<file path="config.mk">
export PLATFORM = sky130hd
export DESIGN_NAME = dram_lowpower_guard
export DESIGN_NICKNAME = d
export VERILOG_FILES = /design/src/rtl/lpg_pkg.sv /design/src/rtl/lpg_gap_timer.sv /design/src/rtl/lpg_rank_tracker.sv /design/src/rtl/dram_lowpower_guard.sv
export SDC_FILE = /design/constraint.sdc
export NUM_CORES = 1
export LEC_CHECK = 0
export ABC_AREA = 1
export BUFFER_PORTS_ARGS = -buffer_cell sky130_fd_sc_hd__buf_2
export CAP_MARGIN = 10
export CORE_MARGIN = 2
export CORE_UTILIZATION = 59
export DETAILED_ROUTE_END_ITERATION = 8
export GPL_ROUTABILITY_DRIVEN = 0
export GPL_TIMING_DRIVEN = 0
export PLACE_DENSITY = 0.78
export SETUP_SLACK_MARGIN = 0.15
export SKIP_CTS_REPAIR_TIMING = 1
export SLEW_MARGIN = 20
export SYNTH_ARGS = -nofsm -noshare
export SYNTH_HDL_FRONTEND = slang
export SYNTH_SLANG_ARGS = --single-unit
</file>
<file path="constraint.sdc">
create_clock -name clk -period 3.55 [get_ports clk]
set_clock_uncertainty 0.05 [all_clocks]
set_input_delay 0.1775 -clock clk [delete_from_list [all_inputs] [get_ports clk]]
set_output_delay 0.1775 -clock clk [all_outputs]
set_load 0.005 [all_outputs]
</file>
<file path="src/rtl/lpg_pkg.sv">
package lpg_pkg;

  typedef enum logic [1:0] {
    LP_ACTIVE   = 2'd0,
    LP_ACT_PD   = 2'd1,
    LP_PRE_PD   = 2'd2,
    LP_SELF_REF = 2'd3
  } lp_state_e;

  typedef enum logic [2:0] {
    V_NONE          = 3'd0,
    V_IN_LOWPWR     = 3'd1,
    V_EXIT_MISMATCH = 3'd2,
    V_ENTRY_EARLY   = 3'd3,
    V_EXIT_EARLY    = 3'd4,
    V_CMD_EARLY     = 3'd5
  } viol_e;

  localparam logic [3:0] C_ACT     = 4'd0;
  localparam logic [3:0] C_RD      = 4'd1;
  localparam logic [3:0] C_RDA     = 4'd2;
  localparam logic [3:0] C_WR      = 4'd3;
  localparam logic [3:0] C_WRA     = 4'd4;
  localparam logic [3:0] C_PRE     = 4'd5;
  localparam logic [3:0] C_PREA    = 4'd6;
  localparam logic [3:0] C_REF     = 4'd7;
  localparam logic [3:0] C_PDE_ACT = 4'd8;
  localparam logic [3:0] C_PDX_ACT = 4'd9;
  localparam logic [3:0] C_PDE_PRE = 4'd10;
  localparam logic [3:0] C_PDX_PRE = 4'd11;
  localparam logic [3:0] C_SRE     = 4'd12;
  localparam logic [3:0] C_SRX     = 4'd13;

  // Gate timers kept per rank
  localparam int NUM_GATES = 7;
  localparam int G_PDE  = 0; // any power-down entry after read/write
  localparam int G_PDEA = 1; // active power-down entry after ACT
  localparam int G_PDEP = 2; // precharge power-down entry after PRE/REF
  localparam int G_SRE  = 3; // self-refresh entry after auto-precharge
  localparam int G_EXIT = 4; // exit after entry
  localparam int G_XA   = 5; // ACT/PRE/REF after exit
  localparam int G_XRW  = 6; // reads/writes after exit

endpackage

</file>
<file path="src/rtl/lpg_gap_timer.sv">
module lpg_gap_timer #(
  parameter int CNT_W = 8
) (
  input  logic             clk,
  input  logic             rst_n,
  input  logic             ld_i,
  input  logic [CNT_W-1:0] len_i,
  output logic [CNT_W-1:0] cnt_o
);

  logic [CNT_W-1:0] cnt_q, cnt_d, dec, ld_val;

  always_comb begin
    dec    = (cnt_q == '0) ? '0 : cnt_q - 1'b1;
    ld_val = (len_i == '0) ? '0 : len_i - 1'b1;
    cnt_d  = (ld_i && (ld_val > dec)) ? ld_val : dec;
  end

  always_ff @(posedge clk or negedge rst_n) begin
    if (!rst_n) cnt_q <= '0;
    else        cnt_q <= cnt_d;
  end

  assign cnt_o = cnt_q;

  AST_TIMER_NO_GROW: assert property (@(posedge clk) disable iff (!rst_n)
    !ld_i |=> (cnt_o <= $past(cnt_o)));

endmodule

</file>
<file path="src/rtl/lpg_rank_tracker.sv">
module lpg_rank_tracker
  import lpg_pkg::*;
#(
  parameter int CNT_W     = 8,
  parameter int T_RL      = 6,
  parameter int T_WL      = 5,
  parameter int T_AL      = 0,
  parameter int T_BURST   = 4,
  parameter int T_WR      = 6,
  parameter int T_RTP     = 4,
  parameter int T_RP      = 8,
  parameter int T_CKE     = 3,
  parameter int T_CKESR   = 4,
  parameter int T_ACTPDEN = 2,
  parameter int T_PRPDEN  = 2,
  parameter int T_REFPDEN = 3,
  parameter int T_XP      = 4,
  parameter int T_XS      = 20,
  parameter int T_XSDLL   = 40
) (
  input  logic       clk,
  input  logic       rst_n,
  input  logic       hit_i,
  input  logic [3:0] code_i,
  output lp_state_e  state_o,
  output viol_e      vcode_o
);

  localparam int RDPDEN  = T_RL + T_BURST + 1;
  localparam int WRPDEN  = T_WL + T_BURST + T_WR;
  localparam int WRAPDEN = T_WL + T_BURST + T_WR + 1;
  localparam int RDA_PRE = T_AL + T_RTP + T_RP;
  localparam int WRA_PRE = T_WL + T_BURST + T_WR + T_RP;
  localparam int SRE_RDA = (RDPDEN > RDA_PRE) ? RDPDEN : RDA_PRE;
  localparam int SRE_WRA = (WRAPDEN > WRA_PRE) ? WRAPDEN : WRA_PRE;

  lp_state_e st_q, st_d;
  viol_e     v;
  logic      is_exit, matched, known, accept;

  logic [NUM_GATES-1:0]            ld;
  logic [NUM_GATES-1:0]            open_g;
  logic [NUM_GATES-1:0][CNT_W-1:0] len;
  logic [NUM_GATES-1:0][CNT_W-1:0] cnt;

  for (genvar g = 0; g < NUM_GATES; g++) begin : g_gate
    lpg_gap_timer #(.CNT_W(CNT_W)) u_timer (
      .clk   (clk),
      .rst_n (rst_n),
      .ld_i  (ld[g]),
      .len_i (len[g]),
      .cnt_o (cnt[g])
    );
    assign open_g[g] = (cnt[g] == '0);
  end

  // Judge the command
  always_comb begin
    known   = (code_i <= C_SRX);
    is_exit = (code_i == C_PDX_ACT) || (code_i == C_PDX_PRE) || (code_i == C_SRX);
    matched = ((st_q == LP_ACT_PD)   && (code_i == C_PDX_ACT)) ||
              ((st_q == LP_PRE_PD)   && (code_i == C_PDX_PRE)) ||
              ((st_q == LP_SELF_REF) && (code_i == C_SRX));
    v = V_NONE;
    if (hit_i && known) begin
      if (st_q != LP_ACTIVE) begin
        if (!is_exit)             v = V_IN_LOWPWR;
        else if (!matched)        v = V_EXIT_MISMATCH;
        else if (!open_g[G_EXIT]) v = V_EXIT_EARLY;
      end else begin
        case (code_i)
          C_PDX_ACT, C_PDX_PRE, C_SRX: v = V_EXIT_MISMATCH;
          C_PDE_ACT: if (!(open_g[G_PDE] && open_g[G_PDEA])) v = V_ENTRY_EARLY;
          C_PDE_PRE: if (!(open_g[G_PDE] && open_g[G_PDEP])) v = V_ENTRY_EARLY;
          C_SRE:     if (!open_g[G_SRE]) v = V_ENTRY_EARLY;
          C_RD, C_RDA, C_WR, C_WRA: if (!open_g[G_XRW]) v = V_CMD_EARLY;
          default:   if (!open_g[G_XA]) v = V_CMD_EARLY;
        endcase
      end
    end
    accept = hit_i && known && (v == V_NONE);
  end

  // Timer loads for accepted commands
  always_comb begin
    ld  = '0;
    len = '0;
    if (accept) begin
      case (code_i)
        C_ACT:  begin ld[G_PDEA] = 1'b1; len[G_PDEA] = CNT_W'(T_ACTPDEN); end
        C_RD:   begin ld[G_PDE]  = 1'b1; len[G_PDE]  = CNT_W'(RDPDEN);    end
        C_RDA:  begin
          ld[G_PDE] = 1'b1; len[G_PDE] = CNT_W'(RDPDEN);
          ld[G_SRE] = 1'b1; len[G_SRE] = CNT_W'(SRE_RDA);
        end
        C_WR:   begin ld[G_PDE]  = 1'b1; len[G_PDE]  = CNT_W'(WRPDEN);    end
        C_WRA:  begin
          ld[G_PDE] = 1'b1; len[G_PDE] = CNT_W'(WRAPDEN);
          ld[G_SRE] = 1'b1; len[G_SRE] = CNT_W'(SRE_WRA);
        end
        C_PRE, C_PREA: begin ld[G_PDEP] = 1'b1; len[G_PDEP] = CNT_W'(T_PRPDEN); end
        C_REF:  begin ld[G_PDEP] = 1'b1; len[G_PDEP] = CNT_W'(T_REFPDEN); end
        C_PDE_ACT, C_PDE_PRE: begin ld[G_EXIT] = 1'b1; len[G_EXIT] = CNT_W'(T_CKE); end
        C_SRE:  begin ld[G_EXIT] = 1'b1; len[G_EXIT] = CNT_W'(T_CKESR); end
        C_PDX_ACT: begin
          ld[G_XA]  = 1'b1; len[G_XA]  = CNT_W'(T_XP);
          ld[G_XRW] = 1'b1; len[G_XRW] = CNT_W'(T_XP);
        end
        C_PDX_PRE: begin ld[G_XA] = 1'b1; len[G_XA] = CNT_W'(T_XP); end
        C_SRX: begin
          ld[G_XA]  = 1'b1; len[G_XA]  = CNT_W'(T_XS);
          ld[G_XRW] = 1'b1; len[G_XRW] = CNT_W'(T_XSDLL);
        end
        default: ;
      endcase
    end
  end

  // Next state
  always_comb begin
    st_d = st_q;
    if (accept) begin
      case (code_i)
        C_PDE_ACT: st_d = LP_ACT_PD;
        C_PDE_PRE: st_d = LP_PRE_PD;
        C_SRE:     st_d = LP_SELF_REF;
        C_PDX_ACT, C_PDX_PRE, C_SRX: st_d = LP_ACTIVE;
        default: ;
      endcase
    end
  end

  always_ff @(posedge clk or negedge rst_n) begin
    if (!rst_n) st_q <= LP_ACTIVE;
    else        st_q <= st_d;
  end

  assign state_o = st_q;
  assign vcode_o = v;

  AST_LP_VIA_ACTIVE: assert property (@(posedge clk) disable iff (!rst_n)
    (st_q != $past(st_q)) |-> (st_q == LP_ACTIVE || $past(st_q) == LP_ACTIVE));
  AST_EXIT_AFTER_GAP: assert property (@(posedge clk) disable iff (!rst_n)
    ($past(st_q) != LP_ACTIVE && st_q == LP_ACTIVE) |-> ($past(cnt[G_EXIT]) == '0));
  AST_LP_HOLD: assert property (@(posedge clk) disable iff (!rst_n)
    (st_q != LP_ACTIVE && !hit_i) |=> (st_q == $past(st_q)));

endmodule

</file>
<file path="src/rtl/dram_lowpower_guard.sv">
module dram_lowpower_guard
  import lpg_pkg::*;
#(
  parameter int NUM_RANKS = 2,
  parameter int CNT_W     = 8,
  parameter int T_RL      = 6,
  parameter int T_WL      = 5,
  parameter int T_AL      = 0,
  parameter int T_BURST   = 4,
  parameter int T_WR      = 6,
  parameter int T_RTP     = 4,
  parameter int T_RP      = 8,
  parameter int T_CKE     = 3,
  parameter int T_CKESR   = 4,
  parameter int T_ACTPDEN = 2,
  parameter int T_PRPDEN  = 2,
  parameter int T_REFPDEN = 3,
  parameter int T_XP      = 4,
  parameter int T_XS      = 20,
  parameter int T_XSDLL   = 40,
  localparam int RANK_W   = (NUM_RANKS > 1) ? $clog2(NUM_RANKS) : 1
) (
  input  logic                   clk,
  input  logic                   rst_n,
  input  logic                   cmd_valid_i,
  input  logic [3:0]             cmd_code_i,
  input  logic [RANK_W-1:0]      cmd_rank_i,
  output logic [2*NUM_RANKS-1:0] rank_state_o,
  output logic                   viol_o,
  output logic [2:0]             viol_code_o,
  output logic [RANK_W-1:0]      viol_rank_o
);

  logic [NUM_RANKS-1:0]      hit;
  logic [NUM_RANKS-1:0][2:0] vc;
  logic [2:0]                vc_any;
  logic                      viol_q;
  logic [2:0]                code_q;
  logic [RANK_W-1:0]         rank_q;

  for (genvar r = 0; r < NUM_RANKS; r++) begin : g_rank
    lp_state_e st_r;
    viol_e     vc_r;

    assign hit[r] = cmd_valid_i && (cmd_rank_i == RANK_W'(r));

    lpg_rank_tracker #(
      .CNT_W(CNT_W), .T_RL(T_RL), .T_WL(T_WL), .T_AL(T_AL), .T_BURST(T_BURST),
      .T_WR(T_WR), .T_RTP(T_RTP), .T_RP(T_RP), .T_CKE(T_CKE), .T_CKESR(T_CKESR),
      .T_ACTPDEN(T_ACTPDEN), .T_PRPDEN(T_PRPDEN), .T_REFPDEN(T_REFPDEN),
      .T_XP(T_XP), .T_XS(T_XS), .T_XSDLL(T_XSDLL)
    ) u_rank (
      .clk     (clk),
      .rst_n   (rst_n),
      .hit_i   (hit[r]),
      .code_i  (cmd_code_i),
      .state_o (st_r),
      .vcode_o (vc_r)
    );

    assign rank_state_o[2*r +: 2] = st_r;
    assign vc[r] = vc_r;
  end

  // Only the addressed rank can report, so an OR selects it
  always_comb begin
    vc_any = '0;
    for (int r = 0; r < NUM_RANKS; r++) vc_any = vc_any | vc[r];
  end

  always_ff @(posedge clk or negedge rst_n) begin
    if (!rst_n) begin
      viol_q <= 1'b0;
      code_q <= '0;
      rank_q <= '0;
    end else begin
      viol_q <= (vc_any != '0);
      code_q <= vc_any;
      if (vc_any != '0) rank_q <= cmd_rank_i;
    end
  end

  assign viol_o      = viol_q;
  assign viol_code_o = code_q;
  assign viol_rank_o = rank_q;

  AST_BLOCKED_STABLE: assert property (@(posedge clk) disable iff (!rst_n)
    viol_o |-> (rank_state_o == $past(rank_state_o)));
  AST_NO_FLAG_IDLE: assert property (@(posedge clk) disable iff (!rst_n)
    !$past(cmd_valid_i) |-> !viol_o);
  AST_RANK_MATCH: assert property (@(posedge clk) disable iff (!rst_n)
    viol_o |-> (viol_rank_o == $past(cmd_rank_i)));
  AST_CODE_NONZERO: assert property (@(posedge clk) disable iff (!rst_n)
    viol_o |-> (viol_code_o != 3'd0));

endmodule

</file>
# Word-level counts from Yosys, hierarchy flattened
# Index checks and enable logic that the tools add are counted.
[totals] output_inout_bits=9 inputBits=8 word_cells=249 ff_bits=121
[op_classes] magnitude_cmp=15 add_sub_neg=28 n_eq_ne=19 muxes=83 n_reduce_logical=83 bitwise=2
[ops] op="$mux W8" n=42
[ops] op="$logic_not A8 Y1" n=28
[ops] op="$sub A8 B1 Y8 const B" n=28
[ops] op="$gt A8 B8 Y1" n=14
[ops] op="$mux W56" n=2
[ops] op="$mux W3" n=14
[ops] op="$logic_and A1 B1 Y1" n=30
[ops] op="$pmux W3 S5" n=2
[ops] op="$eq A4 B4 Y1 const B" n=6
[ops] op="$pmux W5 S2" n=2
[ops] op="$eq A4 B3 Y1 const B" n=4
[ops] op="$pmux W5 S3" n=1
[ops] op="$mux W2" n=7
[ops] op="$mux W7" n=2
[ops] op="$pmux W6 S2" n=1
[ops] op="$reduce_or A2 Y1" n=6
[ops] op="$reduce_or A3 Y1" n=3
[ops] op="$eq A2 B2 Y1 const B" n=4
[ops] op="$eq A4 B2 Y1 const B" n=2
[ops] op="$pmux W2 S4" n=1
[ops] op="$mux W1" n=7
[ops] op="$logic_not A3 Y1" n=2
[ops] op="$logic_or A1 B1 Y1" n=6
[ops] op="$pmux W3 S2" n=1
[ops] op="other kinds (12)" n=15

# Logic depth before layout (Yosys ltp)
# Gate-level depths: netlist (run 1).
[logic_depth] word_depth=16 mapped_depth=30 depth_no_buf=30

# Modules after synthesis
# Synthesis (run 1) repeated with hierarchy kept, for this count alone.
[unflattened] hier_cells=2629 hier_area_um2=15830.2
[by_module_without_submodules] module="lpg_gap_timer" seq_area_each_um2=200.2 area_per_inst_um2=1017.2 instances=14 cells_each=166
[by_module_without_submodules] module="lpg_rank_tracker (g_rank[1].u_rank)" seq_area_each_um2=50.0 area_per_inst_um2=701.9 instances=1 cells_each=146
[by_module_without_submodules] module="lpg_rank_tracker (g_rank[0].u_rank)" seq_area_each_um2=50.0 area_per_inst_um2=693.2 instances=1 cells_each=140
[by_module_without_submodules] module="dram_lowpower_guard" seq_area_each_um2=125.1 area_per_inst_um2=193.9 instances=1 cells_each=19

# Least setup slack after synthesis (run 1)
# OpenSTA, ideal clock, no wires.
[synth_timing] kind="flip-flop to flip-flop" start="reg g_rank[1].u_rank.g_gate[5].u_timer.cnt_q[0]" end="reg g_rank[1].u_rank.g_gate[0].u_timer.cnt_q[6]" path_buffers=0 setup_time_ps=63 slack_ps=-155 synth_period_minus_slack_ps=3705 required_time_ps=3437 stages_incl_launch_ff=26 arrival_ps=3592 path_cell_list="dfrtp_1 -> inv_1 -> ha_1 -> inv_1 -> nor2_1 -> nand2_1 -> nor2_1 -> nand3_1 -> nand3_2 -> nand3_2 -> nor2_8 -> nand2_8 -> inv_4 -> nand2_1 -> ha_1 -> nand2_2 -> nand2_2 -> nor3_1 -> ha_1 -> a21o_1 -> nor2_1 -> o21bai_1 -> nand3_1 -> nor2_4 -> or2_2 -> inv_1"
[synth_via] elab_chain_cells=13 word_cells_on_any_way=15 classes_between="add/sub: 1; order compare: 1; mux: 8; reduce/logical: 5"
[synth_rtl] element="start, declared" line_no="lpg_gap_timer.sv:11" rtl="logic [CNT_W-1:0] cnt_q, cnt_d, dec, ld_val;"
[synth_rtl] element="start signal, assigned" line_no="lpg_gap_timer.sv:21" rtl="else cnt_q <= cnt_d;"
[synth_rtl] element="$logic_not A8 Y1 *" line_no="lpg_rank_tracker.sv:54" rtl="assign open_g[g] = (cnt[g] == '0);"
[synth_rtl] element="$mux W3 *" line_no="lpg_rank_tracker.sv:77" rtl="default: if (!open_g[G_XA]) v = V_CMD_EARLY;"
[synth_rtl] element="$pmux W3 S5 *" line_no="lpg_rank_tracker.sv:71" rtl="case (code_i)"
[synth_rtl] element="$mux W3 *" line_no="lpg_rank_tracker.sv:66" rtl="if (st_q != LP_ACTIVE) begin"
[synth_rtl] element="$mux W3 *" line_no="lpg_rank_tracker.sv:65" rtl="if (hit_i && known) begin"
[synth_rtl] element="$logic_not A3 Y1 *" line_no="lpg_rank_tracker.sv:81" rtl="accept = hit_i && known && (v == V_NONE);"
[synth_rtl] element="$logic_and A1 B1 Y1 *" line_no="lpg_rank_tracker.sv:81"
[synth_rtl] element="$mux W56" line_no="lpg_rank_tracker.sv:88" rtl="if (accept) begin"
[synth_rtl] element="$sub A8 B1 Y8 or $logic_not A8 Y1 (tied branches)" line_no="lpg_gap_timer.sv:15" rtl="ld_val = (len_i == '0) ? '0 : len_i - 1'b1;"
[synth_rtl] element="$mux W8" line_no="lpg_gap_timer.sv:15"
[synth_rtl] element="$gt A8 B8 Y1" line_no="lpg_gap_timer.sv:16" rtl="cnt_d = (ld_i && (ld_val > dec)) ? ld_val : dec;"
[synth_rtl] element="$logic_and A1 B1 Y1" line_no="lpg_gap_timer.sv:16"
[synth_rtl] element="$mux W8 *" line_no="lpg_gap_timer.sv:16"
[synth_rtl] element="net g_rank[1].u_rank.g_gate[0].u_timer.cnt_d[6]" line_no="lpg_gap_timer.sv:11"
[synth_rtl] element="end signal, assigned" line_no="lpg_gap_timer.sv:21"
[synth_rtl] element="end, declared" line_no="lpg_gap_timer.sv:11"
# Mark *: on every way through the listed nets, which the timed path passes. The rest lies on a longest branch.
# A chain may end at the register's enable or synchronous reset.

# Final worst setup path (run 1)
[layout_timing] start="reg g_rank[1].u_rank.g_gate[3].u_timer.cnt_q[0]" end="reg g_rank[1].u_rank.g_gate[0].u_timer.cnt_q[3]"
[layout_via] elab_chain_cells=13 word_cells_on_any_way=15 classes_between="add/sub: 1; order compare: 1; mux: 8; reduce/logical: 5"
[layout_rtl] element="start, declared" line_no="lpg_gap_timer.sv:11"
[layout_rtl] element="start signal, assigned" line_no="lpg_gap_timer.sv:21"
[layout_rtl] element="$logic_not A8 Y1 *" line_no="lpg_rank_tracker.sv:54"
[layout_rtl] element="$mux W2 *" line_no="lpg_rank_tracker.sv:75" rtl="C_SRE: if (!open_g[G_SRE]) v = V_ENTRY_EARLY;"
[layout_rtl] element="$pmux W3 S5 *" line_no="lpg_rank_tracker.sv:71"
[layout_rtl] element="$mux W3 *" line_no="lpg_rank_tracker.sv:66"
[layout_rtl] element="$mux W3 *" line_no="lpg_rank_tracker.sv:65"
[layout_rtl] element="$logic_not A3 Y1 *" line_no="lpg_rank_tracker.sv:81"
[layout_rtl] element="$logic_and A1 B1 Y1 *" line_no="lpg_rank_tracker.sv:81"
[layout_rtl] element="$mux W56" line_no="lpg_rank_tracker.sv:88"
[layout_rtl] element="$sub A8 B1 Y8 or $logic_not A8 Y1 (tied branches)" line_no="lpg_gap_timer.sv:15"
[layout_rtl] element="$mux W8" line_no="lpg_gap_timer.sv:15"
[layout_rtl] element="$gt A8 B8 Y1" line_no="lpg_gap_timer.sv:16"
[layout_rtl] element="$logic_and A1 B1 Y1" line_no="lpg_gap_timer.sv:16"
[layout_rtl] element="$mux W8 *" line_no="lpg_gap_timer.sv:16"
[layout_rtl] element="net g_rank[1].u_rank.g_gate[0].u_timer.cnt_d[3]" line_no="lpg_gap_timer.sv:11"
# Marks and branches as above.

==> impl_results.md, run 1 <==
- Antenna fix cells: 0
- Clk pin slew, worst setup/hold paths: 0.06 ns
- Main synth FF type: dfrtp_1
- Critical Path Sink Type: flip-flop
- Compound-Gate Fraction of Synth Area: 0.0975
- Top-count cell post-synth: inv_1
- Placement Rows: 47
- Die Y: 135 um
- First-pass GRT wire length: 37800 um
- CTS sink count: 121
- Final #Nets: 1772
- GRT Util Overall: 0.254
- Drt first pass iters: 6
- Core Region: 16700 sq um
- Initial core utilization: 0.607
- Hold WS: 0.0434 ns
- Slew headroom: 0.337
- Failing checks: negative setup slack
- Max Slew Vio Count: 0
- Xor and xnor fraction of the mapped netlist area: 0
- RSZ-0062 raised after global routing: true
- Routed WL per cell: 14.9 um
- Critical path fanouts, max: 7
- Worst Setup Slack post-DPL: -0.491 ns
- P per Cell Area: 674 nW/um^2
- CP arrival: 4.23 ns
- Slew @ Worst Pin: 0.991 ns
- Port bufs: 15
- Hold Crit Class: in2reg
- CTS tree: yes
- Most frequent cells after synthesis: inv_1 (311), nand2_1 (302), nor2_1 (196)
- Hold_sp: cmd_rank_i
- I/O pin total: 17
- Net Sw Frac: 0.445
- Number of global-route vias before repair: 8935
- Worst flop-to-flop path endpoint: g_rank[1].u_rank.g_gate[0].u_timer.cnt_o[3]
- Share of cells above drive strength 1: 0.250
- Main combinational cell family by area after synthesis: simple AND/OR/NAND/NOR gates
- DRT iter0 DRCs: 820
- Simple-gate share of the synthesized area: 0.336
- Die area: 18300 sq um
- DRC: 0
- Post-Synth Adder-Cell Area: 0.146
- Worst reg2reg path depth: 28
- Endpoints failing hold: 0
- Setup crit start kind: flip-flop
- WHS Path Cells: 3
- Hpwl dp: 16500 um
- Synth cell types: 46
- WS Path Type: reg2reg
- Horiz. Die Dim: 135 um
- Clk buf depth: 2
- WP data required: 3.86 ns
- DRT antenna net count: 0
- Area of the mapped netlist: 10100 sq um
- Mux share of post-synthesis cell area: 0
- Crit-path slowest cell: dfrtp_1
- Number of flops mapped to enable cells by yosys: 0
- Final core utilization: 0.783
- Mean Syn Cell Area: 6.89 sq um
- #FFs+latches synth: 121
- R2r startpoint: g_rank[1].u_rank.g_gate[3].u_timer.cnt_o[0]
- Fin crit share: 1.10
- Worst Hold Path EP: viol_rank_o
- Max stage delay on crit path: 0.42 ns
- Worst setup margin: -0.372 ns
- Filler cell count: 1108
- Setup TNS: -8.15 ns
- Grt ovf: 0
- Max-cap violations: 0
- Final setup violating endpoints: 32
- Status: finished with violations
- Clk pwr share: 0.199
- Ys Warns: 0
- Gate power share: 0.530
- R2R setup slack: -0.37 ns
- Via count: 10316
- Cells after Synth: 1472
- Initial antenna violation count: 0
- H-tree depth: 4
- Pin count of the biggest net entering global routing: 67
- Max VDD drop: 0.453 mV
- Static leakage: 7.20 nW
- Reg power frac: 0.271
- Root buffer cell: clkbuf_16
- Clock latency on the worst-skew pair: 0.43 ns
- Total internal power: 4.89 mW
- Share of flip-flops with an asynchronous set or reset: 1.00
- Drt total wl: 27900 um
- CTS buffer count: 17
- Top-area cell type share of the netlist area: 0.299
- Sequential area share after synthesis: 0.299
- Fmax: 255 MHz
- Synth area leader: dfrtp_1
- Synth top area cells: dfrtp_1 (30%), ha_1 (15%), inv_1 (12%)
- NetSw: 3.93 mW
- Tmin final: 3.92 ns
- Final Power: 8.82 mW
- Vias/cell: 5.49
- Area growth, synth to finish: 29.0%
[routing by layer]
| layer | vias to the layer above | share of wire | global-route usage |
|---|---|---|---|
| met3 | 108 | 0.056 | 0.0529 |
| met1 | 4840 | 0.40 | 0.309 |
| met2 | 392 | 0.50 | 0.446 |
| met4 | 0 | 0.036 | 0.0880 |
| met5 | - | 0 | 0 |
| li1 | 4976 | - | - |
[flip-flops by register name, summed over array words and instances (netlist names)]
signal,cells
g_rank.u_rank.g_gate.u_timer.cnt_o,112
g_rank.u_rank.state_o,4
viol_code_o,3
viol_o,1
viol_rank_o,1
[logic make-up after synthesis]
group / after synthesis
AO/OA/AOI/OAI: 180
adder cells (fa/ha/maj): 118
buffers and inverters: 326
flip-flops: 121
other: 1
AND/OR/NAND/NOR: 726
[cell usage in the layout (no fill, tap or decap), types with 9 or more instances in the layout]
| cell type | count |
|---|---|
| a21oi_1 | 58 |
| a21oi_2 | 13 |
| buf_2 | 15 |
| buf_4 | 85 |
| buf_6 | 9 |
| clkbuf_16 | 17 |
| conb_1 | 38 |
| dfrtp_1 | 120 |
| ha_1 | 97 |
| ha_4 | 18 |
| inv_1 | 280 |
| inv_2 | 36 |
| nand2_1 | 248 |
| nand2_2 | 58 |
| nand2_4 | 17 |
| nand3_1 | 71 |
| nand3_2 | 17 |
| nand3_4 | 11 |
| nand4_1 | 28 |
| nor2_1 | 169 |
| nor2_2 | 15 |
| nor2_4 | 28 |
| nor3_1 | 26 |
| o21ai_0 | 46 |
| o21ai_1 | 26 |
| or2_2 | 12 |
[power by group through the flow]
stage	Combinational (mW)	Sequential [mW]	Clock, mW
after floorplan	2.98	2.25	0
after global placement	3.52	2.32	0
after detailed placement	3.68	2.33	0
after CTS	3.73	2.32	1.76
after global routing	5.30	2.45	1.82
final	4.67	2.39	1.76
[through the flow]
stage | instance area, sq um | std cells
after detailed placement | 10800 | 1745
final | 13100 | 1879
after CTS | 11300 | 1777
after floorplan | 10400 | 1509
after global routing | 13100 | 1879
after global placement | 10700 | 1744
[worst max path at each step]
stage,start,end,cells past startpoint
after global routing,g_rank[1].u_rank.g_gate[3].u_timer.cnt_o[0],g_rank[1].u_rank.g_gate[0].u_timer.cnt_o[1],27
final,g_rank[1].u_rank.g_gate[3].u_timer.cnt_o[0],g_rank[1].u_rank.g_gate[0].u_timer.cnt_o[3],28
after global placement,g_rank[1].u_rank.g_gate[2].u_timer.cnt_o[0],g_rank[1].u_rank.g_gate[0].u_timer.cnt_o[0],27
after floorplan,g_rank[1].u_rank.g_gate[5].u_timer.cnt_o[0],g_rank[1].u_rank.g_gate[0].u_timer.cnt_o[6],25
after CTS,g_rank[0].u_rank.g_gate[0].u_timer.cnt_o[0],g_rank[0].u_rank.g_gate[3].u_timer.cnt_o[1],24
after detailed placement,g_rank[1].u_rank.g_gate[2].u_timer.cnt_o[0],g_rank[1].u_rank.g_gate[0].u_timer.cnt_o[0],28
[critical path: cells and delay by family (launching register included)]
family | cells | cell delay, ns
simple gates | 16 | 1.78
compound gates | 5 | 0.72
fa+ha+maj | 3 | 0.48
flops | 1 | 0.42
buf+inv | 4 | 0.37
[cell type report]
type / instances / area (sq um) / share of cell area
buffer: 1 / 5.00 / 0.000383
clock buffer: 24 / 492 / 0.0376
clock inverter: 8 / 92.6 / 0.00708
inverter: 325 / 1260 / 0.0967
multi-input combinational: 1066 / 7000 / 0.535
sequential: 121 / 3030 / 0.232
tap: 220 / 275 / 0.0210
timing repair buffer: 114 / 922 / 0.0705
Power figures use the tool's default switching activity.
==> inputs of run 2 (changes only) <==
--- a/config.mk
+++ b/config.mk
@@ -8,12 +8,12 @@
 export ABC_AREA = 1
 export BUFFER_PORTS_ARGS = -buffer_cell sky130_fd_sc_hd__buf_2
 export CAP_MARGIN = 10
-export CORE_MARGIN = 2
-export CORE_UTILIZATION = 59
+export CORE_MARGIN = 3
+export CORE_UTILIZATION = 70
 export DETAILED_ROUTE_END_ITERATION = 8
 export GPL_ROUTABILITY_DRIVEN = 0
 export GPL_TIMING_DRIVEN = 0
-export PLACE_DENSITY = 0.78
+export PLACE_DENSITY = 0.87
 export SETUP_SLACK_MARGIN = 0.15
 export SKIP_CTS_REPAIR_TIMING = 1
 export SLEW_MARGIN = 20
==> constraint.sdc (replaced) <==
create_clock -name clk -period 4.7 [get_ports clk]
set_clock_uncertainty 0.05 [all_clocks]
set_input_delay 0.235 -clock clk [delete_from_list [all_inputs] [get_ports clk]]
set_output_delay 0.235 -clock clk [all_outputs]
set_load 0.005 [all_outputs]
==> run 2 against run 1 <==
Compared with the run above:
- the flow now finishes without violations
- total power fell by 31%
- global-route usage increased by 3.8 points
- final cell count shrank 7.3%
- fmax shrank 7.1%
- register-to-register slack improved by 0.85 ns
- non-clock buffer count decreased by 95
- clock-buffer cell count rose by 1
- sequential share of layout area grew 3.6 points
- worst setup slack gained 0.85 ns
- largest cell class unchanged
==> impl_results.md, run 2 (synthesis results as in run 1) <==
- Status: complete, no violations
- P per Cell Area: 534 nW/um^2
- Most common cell after layout, fill and taps aside: inv_1
- Core Region: 14000 sq um
- Tmin final: 4.22 ns
- Slew headroom: 0.668
- Max-cap violations: 0
- Initial core utilization: 0.722
- Grt peak-use layer: met2
- Hold Crit Class: in2reg
- CTS buffer count: 17
- Critical Path Sink Type: flip-flop
- Drt total wl: 22500 um
- Static leakage: 6.51 nW
- Met3 global-route usage: 0.0720
- Clk buf depth: 2
- Clk pin slew, worst setup/hold paths: 0.05 ns
- I/O pin total: 17
- Total internal power: 3.47 mW
- Initial antenna violation count: 0
- Net Sw Frac: 0.426
- Share of cells above drive strength 1: 0.0910
- Final Power: 6.05 mW
- WP data required: 4.99 ns
- Root buffer cell: clkbuf_16
- DRT antenna net count: 0
- Port bufs: 15
- Fmax: 237 MHz
- GRT Util Overall: 0.292
- CP arrival: 4.51 ns
- Met1 usage: 0.348
- Endpoints failing hold: 0
- Number of global-route vias before repair: 9043
- Final core utilization: 0.807
- Placement Rows: 43
- Critical path fanouts, max: 4
- RSZ-0062 raised after global routing: false
- CTS tree: yes
- H-tree depth: 4
- Cells after DPL: 1705
- Max VDD drop: 0.425 mV
- DRC: 0
- Hold WS: 0.0471 ns
- First-pass GRT wire length: 38800 um
- WHS Path Cells: 3
- Pin count of the biggest net entering global routing: 80
- Via count: 9383
- Grt ovf: 0
- Max FFs per register: 112
- Horiz. Die Dim: 126 um
- Worst reg2reg path depth: 26
- Fin crit share: 0.898
- DRT iter0 DRCs: 548
- Drt first pass iters: 6
- Final #Nets: 1674
- Area growth, synth to finish: 11.7%
- Met2 GRT Util: 0.517
- Final setup violating endpoints: 0
- Commonest non-fill, non-tap cells in the layout: inv_1 (311), nand2_1 (300), nor2_1 (191)
- NetSw: 2.58 mW
- Clk pwr share: 0.232
- Routed WL per cell: 12.9 um
- Gate power share: 0.475
- Setup TNS: 0 ns
- Slew @ Worst Pin: 0.493 ns
- Die area: 16000 sq um
- WS Path Type: reg2reg
- Vias/cell: 5.39
- Die Y: 126 um
- Clock latency on the worst-skew pair: 0.43 ns
- Setup crit start kind: flip-flop
- CTS sink count: 121
- Antenna fix cells: 0
- Reg power frac: 0.293
- Max Slew Vio Count: 0
- Top reg by flops: g_rank.u_rank.g_gate.u_timer.cnt_o
- Non-Filler Instances: 1741
- Hpwl dp: 16800 um
run 2: cell count changes in the layout (fill, tap and decap cells not counted), moves of 21 or more:
cell / change
buf_4: -83
nand2_1: +52
nand2_2: -42
inv_1: +31
inv_2: -26
nor2_1: +22
ha_1: +21
run 2: power groups by stage:
stage               registers, mW  logic, mW  clock network (mW)
global placement             1.76       2.60                   0
floorplan                    1.70       2.22                   0
finish                       1.77       2.87                1.40
global route                 1.82       3.36                1.47
detailed placement           1.77       2.76                   0
CTS                          1.76       2.82                1.42
run 2: path summary, 6_finish.rpt:
path | startpoint | endpoint | slack, ns
worst max register to register | g_rank[1].u_rank.g_gate[4].u_timer.cnt_o[0] | g_rank[1].u_rank.g_gate[3].u_timer.cnt_o[0] | 0.48
min in group asynchronous | rst_n | g_rank[1].u_rank.g_gate[5].u_timer.cnt_o[6] | 0.25
worst min register to register | g_rank[0].u_rank.g_gate[6].u_timer.cnt_o[0] | g_rank[0].u_rank.g_gate[6].u_timer.cnt_o[0] | 0.44
worst max-delay path | g_rank[1].u_rank.g_gate[4].u_timer.cnt_o[0] | g_rank[1].u_rank.g_gate[3].u_timer.cnt_o[0] | 0.48
max in group asynchronous | rst_n | g_rank[0].u_rank.state_o[1] | 3.62
worst min-delay path | cmd_rank_i | viol_rank_o | 0.05
run 2: metal layers:
metal	share of wire	vias to the layer above
met5	0	-
met2	0.49	242
met4	0.021	0
met1	0.43	4314
li1	-	4784
met3	0.052	43
run 2: area by class of cell:
class                      instances  area (sq um)
fill                            1008          2710
timing repair buffer              19           134
clock buffer                      25           495
buffer                             1          5.00
multi-input combinational       1063          6070
inverter                         325          1230
tap                              180           225
sequential                       121          3030
clock inverter                     7           138
run 2: critical path, stage by stage, from the launching register on:
cell and delay [ns]:
dfrtp_1 0.37, inv_1 0.10, ha_1 0.15, inv_1 0.05, nor2_1 0.11, nand2_1 0.11
nor3_1 0.18, nand2_1 0.18, nand2_1 0.15, nand3_2 0.14, nor2_8 0.17, buf_4 0.16
o211ai_2 0.14, ha_1 0.23, nand2_1 0.09, a21boi_0 0.21, ha_1 0.28, a21oi_1 0.18
o21ai_0 0.10, nand2_1 0.06, a21oi_1 0.05, or2_2 0.26, o21ai_0 0.20, inv_1 0.08
nand2_1 0.16, nand2_1 0.08, o21ai_1 0.08
run 2: metrics by stage:
| step | setup WS, ns | instance area [sq um] |
|---|---|---|
| global route | 0.152 | 11300 |
| detailed placement | 0.172 | 10600 |
| finish | 0.480 | 11300 |
| floorplan | 0.995 | 10300 |
| CTS | 0.105 | 11200 |
| global placement | 0.362 | 10600 |
